`src/rtl/lock_pkg.sv`:
```
package lock_pkg;
  typedef enum logic [1:0] {
    LK_IDLE    = 2'd0,
    LK_COLLECT = 2'd1,
    LK_OPEN    = 2'd2,
    LK_DENY    = 2'd3
  } lock_state_t;
endpackage

```
`src/rtl/lock_press_edge.sv`:
```
module lock_press_edge (
  input  logic clk_i,
  input  logic rst_ni,
  input  logic level_i,
  output logic press_o
);
  logic level_q;

  always_ff @(posedge clk_i or negedge rst_ni) begin
    if (!rst_ni) level_q <= 1'b0;
    else         level_q <= level_i;
  end

  assign press_o = level_i & ~level_q;

  // a press can never be reported on two consecutive edges
  p_single_press_r4: assert property (@(posedge clk_i) disable iff (!rst_ni)
    press_o |=> !press_o);
endmodule

```
`src/rtl/lock_code_store.sv`:
```
module lock_code_store #(
  parameter int CODE_BITS = 3
) (
  input  logic                 clk_i,
  input  logic                 rst_ni,
  input  logic                 load_i,
  input  logic [CODE_BITS-1:0] code_i,
  output logic [CODE_BITS-1:0] code_o
);
  logic [CODE_BITS-1:0] code_q;
  logic [CODE_BITS-1:0] code_d;

  always_comb begin
    code_d = code_q;
    if (load_i) code_d = code_i;
  end

  always_ff @(posedge clk_i or negedge rst_ni) begin
    if (!rst_ni) code_q <= '0;
    else         code_q <= code_d;
  end

  assign code_o = code_q;

  // stored code only moves on a clear
  p_code_held_r2: assert property (@(posedge clk_i) disable iff (!rst_ni)
    !load_i |=> $stable(code_o));
endmodule

```
`src/rtl/lock_seq_fsm.sv`:
```
module lock_seq_fsm
  import lock_pkg::*;
#(
  parameter int CODE_BITS = 3
) (
  input  logic                 clk_i,
  input  logic                 rst_ni,
  input  logic                 clr_i,
  input  logic                 press_i,
  input  logic                 key_bit_i,
  input  logic [CODE_BITS-1:0] code_i,
  output logic                 open_o,
  output logic                 reject_o
);
  localparam int IDX_W = (CODE_BITS > 1) ? $clog2(CODE_BITS) : 1;
  localparam logic [IDX_W-1:0] LAST_IDX = IDX_W'(CODE_BITS - 1);

  lock_state_t      state_q, state_d;
  logic [IDX_W-1:0] idx_q, idx_d;
  logic             miss_q, miss_d;
  logic             bit_ok;
  logic             at_last;
  logic             collecting;
  logic             upd_en;

  assign bit_ok     = (key_bit_i == code_i[idx_q]);
  assign at_last    = (idx_q == LAST_IDX);
  assign collecting = (state_q == LK_IDLE) || (state_q == LK_COLLECT);
  assign upd_en     = clr_i || (press_i && collecting);

  always_comb begin
    state_d = state_q;
    idx_d   = idx_q;
    miss_d  = miss_q;
    if (clr_i) begin
      state_d = LK_IDLE;
      idx_d   = '0;
      miss_d  = 1'b0;
    end else if (press_i && collecting) begin
      miss_d = miss_q | ~bit_ok;
      if (at_last) begin
        state_d = miss_d ? LK_DENY : LK_OPEN;
        idx_d   = '0;
      end else begin
        state_d = LK_COLLECT;
        idx_d   = idx_q + 1'b1;
      end
    end
  end

  always_ff @(posedge clk_i or negedge rst_ni) begin
    if (!rst_ni) begin
      state_q <= LK_IDLE;
      idx_q   <= '0;
      miss_q  <= 1'b0;
    end else if (upd_en) begin
      state_q <= state_d;
      idx_q   <= idx_d;
      miss_q  <= miss_d;
    end
  end

  assign open_o   = (state_q == LK_OPEN);
  assign reject_o = (state_q == LK_DENY);

  // outcomes are exclusive
  p_exclusive_r9: assert property (@(posedge clk_i) disable iff (!rst_ni)
    !(open_o && reject_o));
  // reject only appears right after the final press
  p_no_early_reject_r6: assert property (@(posedge clk_i) disable iff (!rst_ni)
    $rose(reject_o) |-> $past(press_i && at_last && !clr_i));
  // open only appears right after the final press
  p_open_on_last_r5: assert property (@(posedge clk_i) disable iff (!rst_ni)
    $rose(open_o) |-> $past(press_i && at_last && !clr_i));
  // finished attempt holds until a clear
  p_sticky_r7: assert property (@(posedge clk_i) disable iff (!rst_ni)
    ((open_o || reject_o) && !clr_i) |=> ($stable(open_o) && $stable(reject_o)));
  // clear always wins
  p_clr_wins_r8: assert property (@(posedge clk_i) disable iff (!rst_ni)
    clr_i |=> (!open_o && !reject_o));
endmodule

```
`src/rtl/serial_combo_lock.sv`:
```
module serial_combo_lock #(
  parameter int CODE_BITS = 3
) (
  input  logic                 clk_i,
  input  logic                 rst_ni,
  input  logic                 attempt_clr_i,
  input  logic                 enter_i,
  input  logic                 key_bit_i,
  input  logic [CODE_BITS-1:0] code_sel_i,
  output logic                 open_o,
  output logic                 reject_o
);
  logic                 press;
  logic [CODE_BITS-1:0] code_q;

  lock_press_edge u_edge (
    .clk_i   (clk_i),
    .rst_ni  (rst_ni),
    .level_i (enter_i),
    .press_o (press)
  );

  lock_code_store #(.CODE_BITS(CODE_BITS)) u_store (
    .clk_i  (clk_i),
    .rst_ni (rst_ni),
    .load_i (attempt_clr_i),
    .code_i (code_sel_i),
    .code_o (code_q)
  );

  lock_seq_fsm #(.CODE_BITS(CODE_BITS)) u_fsm (
    .clk_i     (clk_i),
    .rst_ni    (rst_ni),
    .clr_i     (attempt_clr_i),
    .press_i   (press),
    .key_bit_i (key_bit_i),
    .code_i    (code_q),
    .open_o    (open_o),
    .reject_o  (reject_o)
  );
endmodule

```
`config.mk`:
```
export PLATFORM = sky130hd
export DESIGN_NAME = serial_combo_lock
export DESIGN_NICKNAME = d
export VERILOG_FILES = /design/src/rtl/lock_pkg.sv /design/src/rtl/lock_press_edge.sv /design/src/rtl/lock_code_store.sv /design/src/rtl/lock_seq_fsm.sv /design/src/rtl/serial_combo_lock.sv
export SDC_FILE = /design/constraint.sdc
export NUM_CORES = 1
export LEC_CHECK = 0
export ABC_AREA = 1
export BUFFER_PORTS_ARGS = -buffer_cell sky130_fd_sc_hd__buf_4
export CORE_AREA = 2 2 39 41
export CTS_BUF_LIST = sky130_fd_sc_hd__clkbuf_2
export DETAILED_ROUTE_END_ITERATION = 8
export DIE_AREA = 0 0 41 43
export MAX_ROUTING_LAYER = met4
export PLACE_DENSITY = 0.57
export SLEW_MARGIN = 0
export SYNTH_ARGS = -nofsm -noshare
export SYNTH_HDL_FRONTEND = slang
export SYNTH_HIERARCHICAL = 1
export SYNTH_SLANG_ARGS = --single-unit
```
`constraint.sdc`:
```
create_clock -name clk_i -period 1 [get_ports clk_i]
set_input_delay 0.05 -clock clk_i [delete_from_list [all_inputs] [get_ports clk_i]]
set_output_delay 0.05 -clock clk_i [all_outputs]
set_load 0.005 [all_outputs]
```
=== Word-level counts from Yosys, hierarchy flattened ===
Index checks and enable logic that the tools add are counted.

* Register bits: 9
* Bits of input ports: 8
* Output and inout port bits: 2
* Word-level logic and storage cells: 33

* $add $sub $neg: 1
* Order comparisons: 1
* Eq/ne operators: 5
* Muxes and demuxes: 11
* Bitwise operators: 4
* Reductions and logical operators: 6

{| class="wikitable"
|+ Operator list
! operator !! number
|-
| 2-bit 2-to-1 mux || 6
|-
| 2-bit == test, second input constant || 3
|-
| 1-bit 2-to-1 mux || 4
|-
| 2-bit by 3-bit less-than comparator with 1-bit output, second input constant || 1
|-
| 2-bit by 1-bit adder with 2-bit output, second input constant || 1
|-
| 1-bit binary-select mux with 2-bit select || 1
|-
| 2-bit by 1-bit == test with 1-bit output, second input constant || 1
|-
| 2-bit logical NOT || 1
|-
| 1-bit logical OR || 2
|-
| 1-bit NOT || 2
|-
| 2-bit AND reduction || 1
|-
| 2-bit nonzero test || 1
|-
| 1-bit AND || 1
|-
| 1-bit == test || 1
|-
| 1-bit logical AND || 1
|-
| 1-bit OR || 1
|}

=== Longest topological paths before layout ===
Gate-level depths: netlist of run 1.

* Depth after elaboration: 9
* Gate-level depth with buffers: 8
* Gate-level depth less buffers: 8

=== By module ===
The synthesis of run 1 kept the hierarchy.

{| class="wikitable"
|+ Modules (own cells, without submodules)
! module !! times used !! cells an instance !! area each (um^2) !! seq. area each (um^2)
|-
| lock_seq_fsm || 1 || 39 || 277.8 || 125.1
|-
| lock_code_store || 1 || 13 || 112.6 || 75.1
|-
| lock_press_edge || 1 || 3 || 35.0 || 25.0
|}

=== Worst setup path before layout of run 1 ===
Ideal clock, no wire load.

* Path kind: reg2reg
* Start: register u_fsm.idx_q[0]
* End: register u_fsm.state_q[0]
* Setup time: 0.113 ns
* Arrival: 0.889 ns
* Data required time: 0.887 ns
* Slack: -0.001 ns
* Cell stages (with the launch flop): 9
* Buffers on the path: 0
* Period minus slack after synthesis: 1.001 ns
* Cell sequence: dfrtp_1 > nor2_1 > nand2_1 > nand3_1 > nand2_1 > nand2_1 > nand2_1 > nand2_1 > inv_1

* Word-level cells in the longest chain between the ends: 9
* Elaborated cells on any way between the ends: 10
* Classes of those cells: eq/ne: 2; mux: 6; bitwise: 2

{| class="wikitable"
|+ Ends and longest elaborated chain
! what !! RTL line !! text
|-
| from (decl) || lock_seq_fsm.sv:19 || <nowiki>logic [IDX_W-1:0] idx_q, idx_d;</nowiki>
|-
| from (signal assigned) || lock_seq_fsm.sv:58 || <nowiki>idx_q <= idx_d;</nowiki>
|-
| 1-bit binary-select mux with 2-bit select || lock_seq_fsm.sv:26 || <nowiki>assign bit_ok = (key_bit_i == code_i[idx_q]);</nowiki>
|-
| 1-bit 2-to-1 mux (not written as such) || lock_seq_fsm.sv:26 ||
|-
| 1-bit == test || lock_seq_fsm.sv:26 ||
|-
| 1-bit NOT || lock_seq_fsm.sv:40 || <nowiki>miss_d = miss_q | ~bit_ok;</nowiki>
|-
| 1-bit OR || lock_seq_fsm.sv:40 ||
|-
| 1-bit 2-to-1 mux || lock_seq_fsm.sv:42 || <nowiki>state_d = miss_d ? LK_DENY : LK_OPEN;</nowiki>
|-
| 2-bit 2-to-1 mux * || lock_seq_fsm.sv:41 || <nowiki>if (at_last) begin</nowiki>
|-
| 2-bit 2-to-1 mux * || lock_seq_fsm.sv:39 || <nowiki>end else if (press_i && collecting) begin</nowiki>
|-
| 2-bit 2-to-1 mux * || lock_seq_fsm.sv:35 || <nowiki>if (clr_i) begin</nowiki>
|-
| to (signal assigned) || lock_seq_fsm.sv:57 || <nowiki>state_q <= state_d;</nowiki>
|-
| to (decl) || lock_seq_fsm.sv:18 || <nowiki>lock_state_t state_q, state_d;</nowiki>
|}

Every way passes the cells marked *; elsewhere a longest branch is shown, timed or not. The select of a mux whose other input is x is not followed.
A chain may end at the register's enable or synchronous reset.

=== Final worst setup path of run 1 ===
* Start: register u_fsm.idx_q[1]
* End: register u_fsm.state_q[0]

The elaborated chain is that of the path after synthesis.

==> results of run 1 <==
-- layout make-up --
cell class | count | area share
Tap cell | 16 | 0.0294
Clock buffer | 4 | 0.0294
Multi-Input combinational cell | 35 | 0.261
Timing Repair Buffer | 22 | 0.287
Sequential cell | 9 | 0.333
Inverter | 11 | 0.0607
-- placed cells by master, fill, tap and decap left out, drive strengths merged --
master        n
dlygate4sd3   6
o21ai         2
a21oi         2
nand4         2
inv          11
dfrtp         9
buf          16
nand2        17
nor4          1
nand3         6
nor2          5
clkbuf        4
-- cells by family (layout without fill, tap and decap cells) --
family,count (synthesis),count (layout),share of synthesized area
buffers and inverters,11,37,0.0971
DFF,9,9,0.529
AOI/OAI and AO/OA,4,4,0.0471
and+or+nand+nor,31,31,0.326
-- power by group --
part	total, mW	internal, mW	switching (mW)
combinational	0.135	0.0733	0.0616
sequential	0.408	0.387	0.0207
clock	0.225	0.106	0.119
total	0.768	0.567	0.201
-- tightest hold or removal path, stage by stage --
cell and delay (ps):
buf_4 80, nand2_1 50, nand3_1 90, a21oi_2 50
-- what timing repair did --
action / in CTS / in global routing
pin swaps: 4 / 1
resized for setup: 8 / 8
hold buffers: 5 / 1
setup buffers: 2 / 0
setup endpoints to repair: 4 / 6
endpoints found under the hold margin: 13 / 1
-- path summary, 6_finish.rpt --
path                                               startpoint                       endpoint  slack, ps  cells past startpoint
min in group asynchronous                              rst_ni       u_fsm/miss_q$_DFFE_PN0P_        160                      2
max in group asynchronous                              rst_ni     u_fsm/idx_q[0]$_DFFE_PN0P_        700                      2
worst min-delay path                                key_bit_i       u_fsm/miss_q$_DFFE_PN0P_        120                      4
worst min register to register  u_store/code_o[0]$_DFFE_PN0P_  u_store/code_o[0]$_DFFE_PN0P_        480                      2
worst max-delay path               u_fsm/idx_q[1]$_DFFE_PN0P_   u_fsm/state_q[0]$_DFFE_PN0P_        -70                      8
worst max register to register     u_fsm/idx_q[1]$_DFFE_PN0P_   u_fsm/state_q[0]$_DFFE_PN0P_        -70                      8
-- state kept, by name, indices dropped and copies added (netlist names) --
register        flops
u_fsm/idx_q         2
u_edge/level_q      1
u_fsm/state_q       2
u_store/code_o      3
u_fsm/miss_q        1
-- metrics by stage --
step,hold slack [ps],instance area (um^2),cells
6_report,116,681,97
3_3_place_gp,-120,551,85
4_1_cts,10.9,652,96
5_1_grt,109,681,97
3_5_place_dp,-119,551,85
2_1_floorplan,-246,425,55
-- layer usage --
metal  up-vias  share of wire  track usage
li1        224              -            -
met1       188           0.41        0.146
met2        12           0.52        0.191
met3         2          0.059       0.0942
met4         0          0.016       0.0600
met5         -              0            -
==> run summary, run 1 <==
The half-perimeter wire length of the detailed placement result is about 650 um. The number of different library cells in the post-synthesis netlist is 12. The sum of routed wire length over all layers came out at 895 um.

Yosys instantiated no cell more often than nand2_1. The flip-flop and latch area came out at ~230 um^2. The setup TNS is -115 ps. dfrtp_1 takes more of the synthesized area than any other cell. The number of optimization iterations in the first detailed-route pass came out at 3. The slowest stage of the critical path belongs to the cell dfrtp_1. The class of the worst hold path is input pin to register. The checks that failed: setup timing. In the final layout, the multi-input gates occupy about 180 um^2. In the final routed layout, each cell accounts on average for just over 9 um. The setup-violating endpoint count in the final report came out at 3.

Of the available clock period, the critical path in the final layout requires 1.07. The pre-CTS setup slack is -100 ps. Broken down by cell family, the worst path's largest delay share belongs to simple AND/OR/NAND/NOR gates. The buffer depth of the longest clock path came out at 2. The mapped cell area is 425 um^2.

The clock drives 9 sinks. The share of synthesized area in the top cell type comes to 0.529. The power density relative to cell area came out at 1130 nW/um^2.

The post-synth net total is 63. The number of buffer cells added on primary ports came out at 9. The clock latency of the later-clocked register in the worst-skew pair came out at 240 ps.

For this run, design rule violations remaining after detail routing come to 0. The kind of capture point of the worst setup path is a register. Setup repair after global routing could not meet its margin everywhere. The stage delay of the slowest cell on the critical path is about 440 ps. In this run, CTS created clock tree buffers numbering 3.

Measured on the finished design, the core utilization comes to 0.492. From synthesis to final layout, the design area changed by 60.0%. The final critical-path required period is roughly 1100 ps. The relative max-transition margin came out at 0.854. The TritonCTS clock tree is yes. Synthesis handed over a netlist of 55 instances. The combined buffer and inverter count along the critical path came out at 1. The fraction of final layout cells with drive strength greater than 1 came out at 0.407.

By instance count, the cell type seen most on the critical path is nand2_1. The die covers 1760 um^2. The via count of the first global-routing pass is slightly below 400. In the synthesized netlist the dominant register cell turns out to be dfrtp_1. The hold violation count in the final report is 0.

The run finished, with violations left. The final antenna-violating net count came out at 0. The critical path arrival is 1220 ps. Yosys mapped a number of flops with a built-in enable equal to 0.

Timing would allow up to 0.932 GHz. The initial utilization of the core area, before any placement, comes to 0.307. Fill cells in the final layout number roughly 140. The routed layout has approximately 430 vias. The number of antenna violations at the first check in global routing came out at 0.

The largest clock skew in the final design came out at between 5 and 6 ps. For this block, the initial DRC count from the detailed router was 3. At the end of the flow, the number of nets in the layout was 90. The number of synthesized register bits is 9.

Of all nets on the critical path, the largest fanout is 4. The vias per cell came out at between 4 and 5. The final weighted congestion of routability-driven global placement is 0.710.

By area the synthesized netlist is led by dfrtp_1 (53%), nand2_1 (15%), inv_1 (7.9%). Counting instances in the post-synthesis netlist gives the leading cell types as nand2_1 (17), dfrtp_1 (9), inv_1 (9), nand3_1 (5), nor2_1 (4). The worst-margin pin slew came out at roughly 220 ps. Clock tree synthesis selected as its root buffer the cell clkbuf_2. The sequential element share of the synthesized area came out at 0.529. The count of H-tree levels built during CTS came out at 1. The core region is about 1400 um^2. The critical path goes through nor2_2 > nand2_1 > nand3_1 > nand2_1 > nand2_1 > nand2_1 > nand2_1 > inv_1. The share of async-settable or async-resettable flops after synthesis is 1.00. The height of the die is between 40 and 50 um. From left edge to right edge, the die measures just over 40 um.

Dividing the synthesized area by the synthesized cell count gives roughly 7.7 um^2. Across the run, the number of max-cap violations was 0. Across the VDD grid, the largest voltage drop is 0.790 mV.

The number of antenna cells inserted is 0. The worst path setup slack after routing came out at -73.3 ps. The number of I/O pins is 10. The first global-routing pass estimated between 1.5 and 2 mm of wire. The number of standard-cell rows in the floorplan came out at 14. The number of warnings reported in the yosys synthesis log came out at 6. The total power after layout came out at between 0.7 and 0.8 mW. Entering global routing, the biggest net connects 10 pins. The clock transition at the register clock pins on the worst setup and hold paths after CTS is roughly 90 ps.

After global routing the overflow that remains totals 0. The total routing resource utilization after global routing came out at 0.137. The critical path required time is 1140 ps.

The reported leakage power came out at about 0.36 nW. The total count of max-transition violations in the final report is 0. The type of the worst setup path is register to register. The worst setup path is launched from a register.
Note: power is estimated with default switching activity, not from simulation.
==> run 2, diff against run 1 <==
CELL_PAD_IN_SITES_DETAIL_PLACEMENT = 2   (was not set)
CELL_PAD_IN_SITES_GLOBAL_PLACEMENT = 2   (was not set)
CORE_AREA = not set   (was 2 2 39 41)
CORE_MARGIN = 1.5   (was not set)
CORE_UTILIZATION = 26   (was not set)
DIE_AREA = not set   (was 0 0 41 43)
PLACE_DENSITY = 0.76   (was 0.57)
==> run 2 against run 1 <==
Effect of this change: the flow still finishes with violations (setup timing); routed wire length grew 68%; critical path depth shrank 2; non-clock buffer count grew 5; cell area grew 11%; clock skew grew 16 ps; sequential share of layout area shrank 3.2 points; worst setup slack lost 87 ps; final cell count grew 5.2%; register-to-register slack lost 90 ps; die area grew 7.1%; sequential power grew 1%; first-iteration DRC count shrank 100%.
==> run summary, run 2 (synthesis results as in run 1) <==
Status: complete, but fails checks (unchanged). Violations in the final reports: setup timing (unchanged). The kind of start point of the critical path is a register (unchanged). The most common library cell in the layout ignoring fill and taps was buf_4 (was nand2_1). The power density relative to cell area came out at 1110 nW/um^2 (was 1130 nW/um^2). The count of H-tree levels built during CTS came out at 1 (unchanged). The switching part of the total power was 0.315 (was 0.262). The master of the slowest instance on the critical path is dfrtp_2 (was dfrtp_1). The reg-to-reg setup timing slack came to -160 ps (was -70 ps). The count of nets after finishing came to 95 (was 90). The switching power is 0.265 mW (was 0.201 mW). The total congestion overflow is 0 (unchanged).

The hold violation count in the final report is 0 (unchanged). The tightest hold margin came out at 126 ps (was 116 ps). The pre-CTS setup slack was -139 ps (was -100 ps). The clock tree root driver cell is clkbuf_2 (unchanged). The total of max-cap violations is 0 (unchanged). The power share of the sequential group came out at 0.491 (was 0.531). The core region area came out at 1520 um^2 (was 1380 um^2).

The layout filler cell count is 164 (was 144). The class of the worst hold path is input pin to asynchronous set/reset pin (was input pin to register). The number of DRC violations after detailed routing came out at 0 (unchanged). The internal power of the cells is 0.576 mW (was 0.567 mW).

The full die area came out at 1890 um^2 (was 1760 um^2). The total power after layout is 0.841 mW (was 0.768 mW). The fraction of final layout cells with drive strength greater than 1 came out at 0.523 (was 0.407).

The pin count of the biggest net entering global routing is 10 (unchanged). The type of the worst setup path is register to register (unchanged). The final core area utilization was 0.498 (was 0.492).

The number of cells on the worst reg-to-reg path is 6 (was 8). The reg-to-reg critical path endpoint is u_fsm/state_q[0]$_DFFE_PN0P_ (unchanged). The number of I/O pins came out at 10 (unchanged). The buffer depth of the longest clock path was 2 (unchanged).

The family of cells with the greatest summed delay on the critical path is flip-flops (was simple AND/OR/NAND/NOR gates). The total count of max-transition violations in the final report came to 0 (unchanged). The critical path required time came out at 1150 ps (was 1140 ps). The number of standard-cell rows in the floorplan came out at 14 (unchanged). Setup repair after global routing missed its margin: yes (unchanged). The standard cell area after detailed placement was 558 um^2 (was 551 um^2). The clock transition at the register clock pins on the worst setup and hold paths after CTS came out at 130 ps (was 90 ps). The worst path setup slack after routing was -160 ps (was -73.3 ps). The end of the critical path is u_fsm/state_q[0]$_DFFE_PN0P_ (unchanged).

The maximum operating frequency was 0.862 GHz (was 0.932 GHz). The post-layout instance count excluding filler cells came out at 102 (was 97). The clock share of power is 0.289 (was 0.293). The launch instance of the worst register-to-register path is u_fsm/idx_q[1]$_DFFE_PN0P_ (unchanged). The logic gate share of total power came to 0.220 (was 0.176). The kind of capture point of the worst setup path is a register (unchanged). The final weighted congestion of routability-driven global placement is 0.784 (was 0.710). The height of the die came out at 43.5 um (was 43 um). The sum of routed wire length over all layers was 1.50 mm (was 895 um). Worst path cell trace: inv_2 > buf_4 > nor4_2 > nand2_1 > nand2_1 > inv_1 (was nor2_2 > nand2_1 > nand3_1 > nand2_1 > nand2_1 > nand2_1 > nand2_1 > inv_1). The finished layout cell area came out at 758 um^2 (was 681 um^2). The die span in x was 43.5 um (was 41 um).

The starting density of the core is 0.279 (was 0.307). The critical path startpoint is u_fsm/idx_q[1]$_DFFE_PN0P_ (unchanged). The peak supply drop came out at 0.551 mV (was 0.790 mV).

The setup TNS is -414 ps (was -115 ps). The number of cells on the critical path is 6 (was 8). The total number of clock tree sinks is 9 (unchanged). The total clock buffers created by CTS came to 3 (unchanged). The TritonCTS clock tree was yes (unchanged). The relative max-transition margin is 0.858 (was 0.854). Highest-count cells in the layout ignoring fill and taps: buf_4 (17), nand2_1 (13), dfrtp_1 (7), dlygate4sd3_1 (6), inv_1 (6) (was nand2_1 (15), buf_4 (12), dfrtp_1 (8), dlygate4sd3_1 (6), inv_1 (6)). The layout-stage area growth over the synthesis result was 78.2% (was 60.0%). The average wire per cell in the routed design came out at 14.7 um (was 9.23 um). The most common cell type on the critical path is nand2_1 (unchanged). The number of antenna violations at the first check in global routing came out at 0 (unchanged). The via count of the first global-routing pass is 522 (was 389).

The combined buffer and inverter count along the critical path came out at 3 (was 1). The number of flip-flops in the largest register is 3 (unchanged). The vias per cell came out at 4.69 (was 4.39). The half-perimeter wire length of the detailed placement result came to 902 um (was 647 um). The clock latency of the later-clocked register in the worst-skew pair is 270 ps (was 240 ps). The worst-margin pin slew is 211 ps (was 217 ps).

The number of optimization iterations in the first detailed-route pass came out at 1 (was 3). The cell count after placement is 86 (was 85). The setup-violating endpoint count in the final report was 6 (was 3). The iteration-0 DRC count of the detailed router came out at 0 (was 3). The critical path arrival came out at 1310 ps (was 1220 ps).

The number of buffer cells added on primary ports came out at 9 (unchanged). The final antenna-violating net count came out at 0 (unchanged). The final critical-path required period came out at 1160 ps (was 1070 ps). The reported leakage power is 0.391 nW (was 0.356 nW). The number of antenna cells inserted came out at 0 (unchanged). The total routing resource utilization after global routing is 0.171 (was 0.137). The total number of vias came out at 478 (was 426).

The first-pass GRT wire length came out at 2.21 mm (was 1.50 mm). The share of the clock period used by the worst path came to 1.16 (was 1.07). The largest clock skew in the final design is 20.7 ps (was 5.02 ps). The stage delay of the slowest cell on the critical path is 450 ps (was 440 ps).

The largest fanout of any net on the critical path is 4 (unchanged).
## run 2: cell count changes in the layout (fill, tap and decap cells not counted), sizes merged
| cell | before | now |
|---|---|---|
| clkinv | 0 | 1 |
| buf | 16 | 21 |
| clkbuf | 4 | 3 |
## run 2: worst register-to-register path, stage by stage, from the launching register on
cell	delay [ps]
dfrtp_2	450
inv_2	70
buf_4	130
nor4_2	210
nand2_1	90
nand2_1	60
inv_1	30
## run 2: cell type report
type	count	area (um^2)	area share
Clock buffer	3	15.0	0.0198
Clock inverter	1	5.00	0.00660
Inverter	11	43.8	0.0578
Multi-Input combinational cell	35	214	0.282
Sequential cell	9	228	0.300
Tap cell	16	20.0	0.0264
Timing Repair Buffer	27	233	0.307
## run 2: routing by layer
layer,vias to the layer above,track usage,part of all wire
li1,234,-,-
met3,2,0.0375,0.023
met2,8,0.313,0.56
met4,0,0.0727,0.0047
met1,234,0.172,0.42
met5,-,-,0
## run 2: worst min path at each step
stage / depth (start not counted) / startpoint / endpoint
global placement: 1 / rst_ni / u_edge/level_q$_DFF_PN0_
floorplan: 0 / rst_ni / u_edge/level_q$_DFF_PN0_
detailed placement: 1 / rst_ni / u_fsm/idx_q[0]$_DFFE_PN0P_
finish: 2 / rst_ni / u_fsm/idx_q[0]$_DFFE_PN0P_
CTS: 4 / key_bit_i / u_fsm/miss_q$_DFFE_PN0P_
global route: 2 / rst_ni / u_fsm/idx_q[0]$_DFFE_PN0P_
## run 2: repair_timing
item	4_1_cts	5_1_grt
setup endpoints to repair	5	7
buffers inserted	3	4
resized for setup	13	13
gates cloned	0	0
hold endpoints to repair	14	0
hold buffers	6	0
pin swaps	7	6
## run 2: power by group through the flow
stage	registers (mW)	clock network [mW]	logic (mW)
after floorplan	0.407	0	0.0540
after global placement	0.411	0	0.114
after detailed placement	0.413	0	0.120
after CTS	0.409	0.251	0.149
after global routing	0.416	0.274	0.201
final	0.413	0.243	0.185
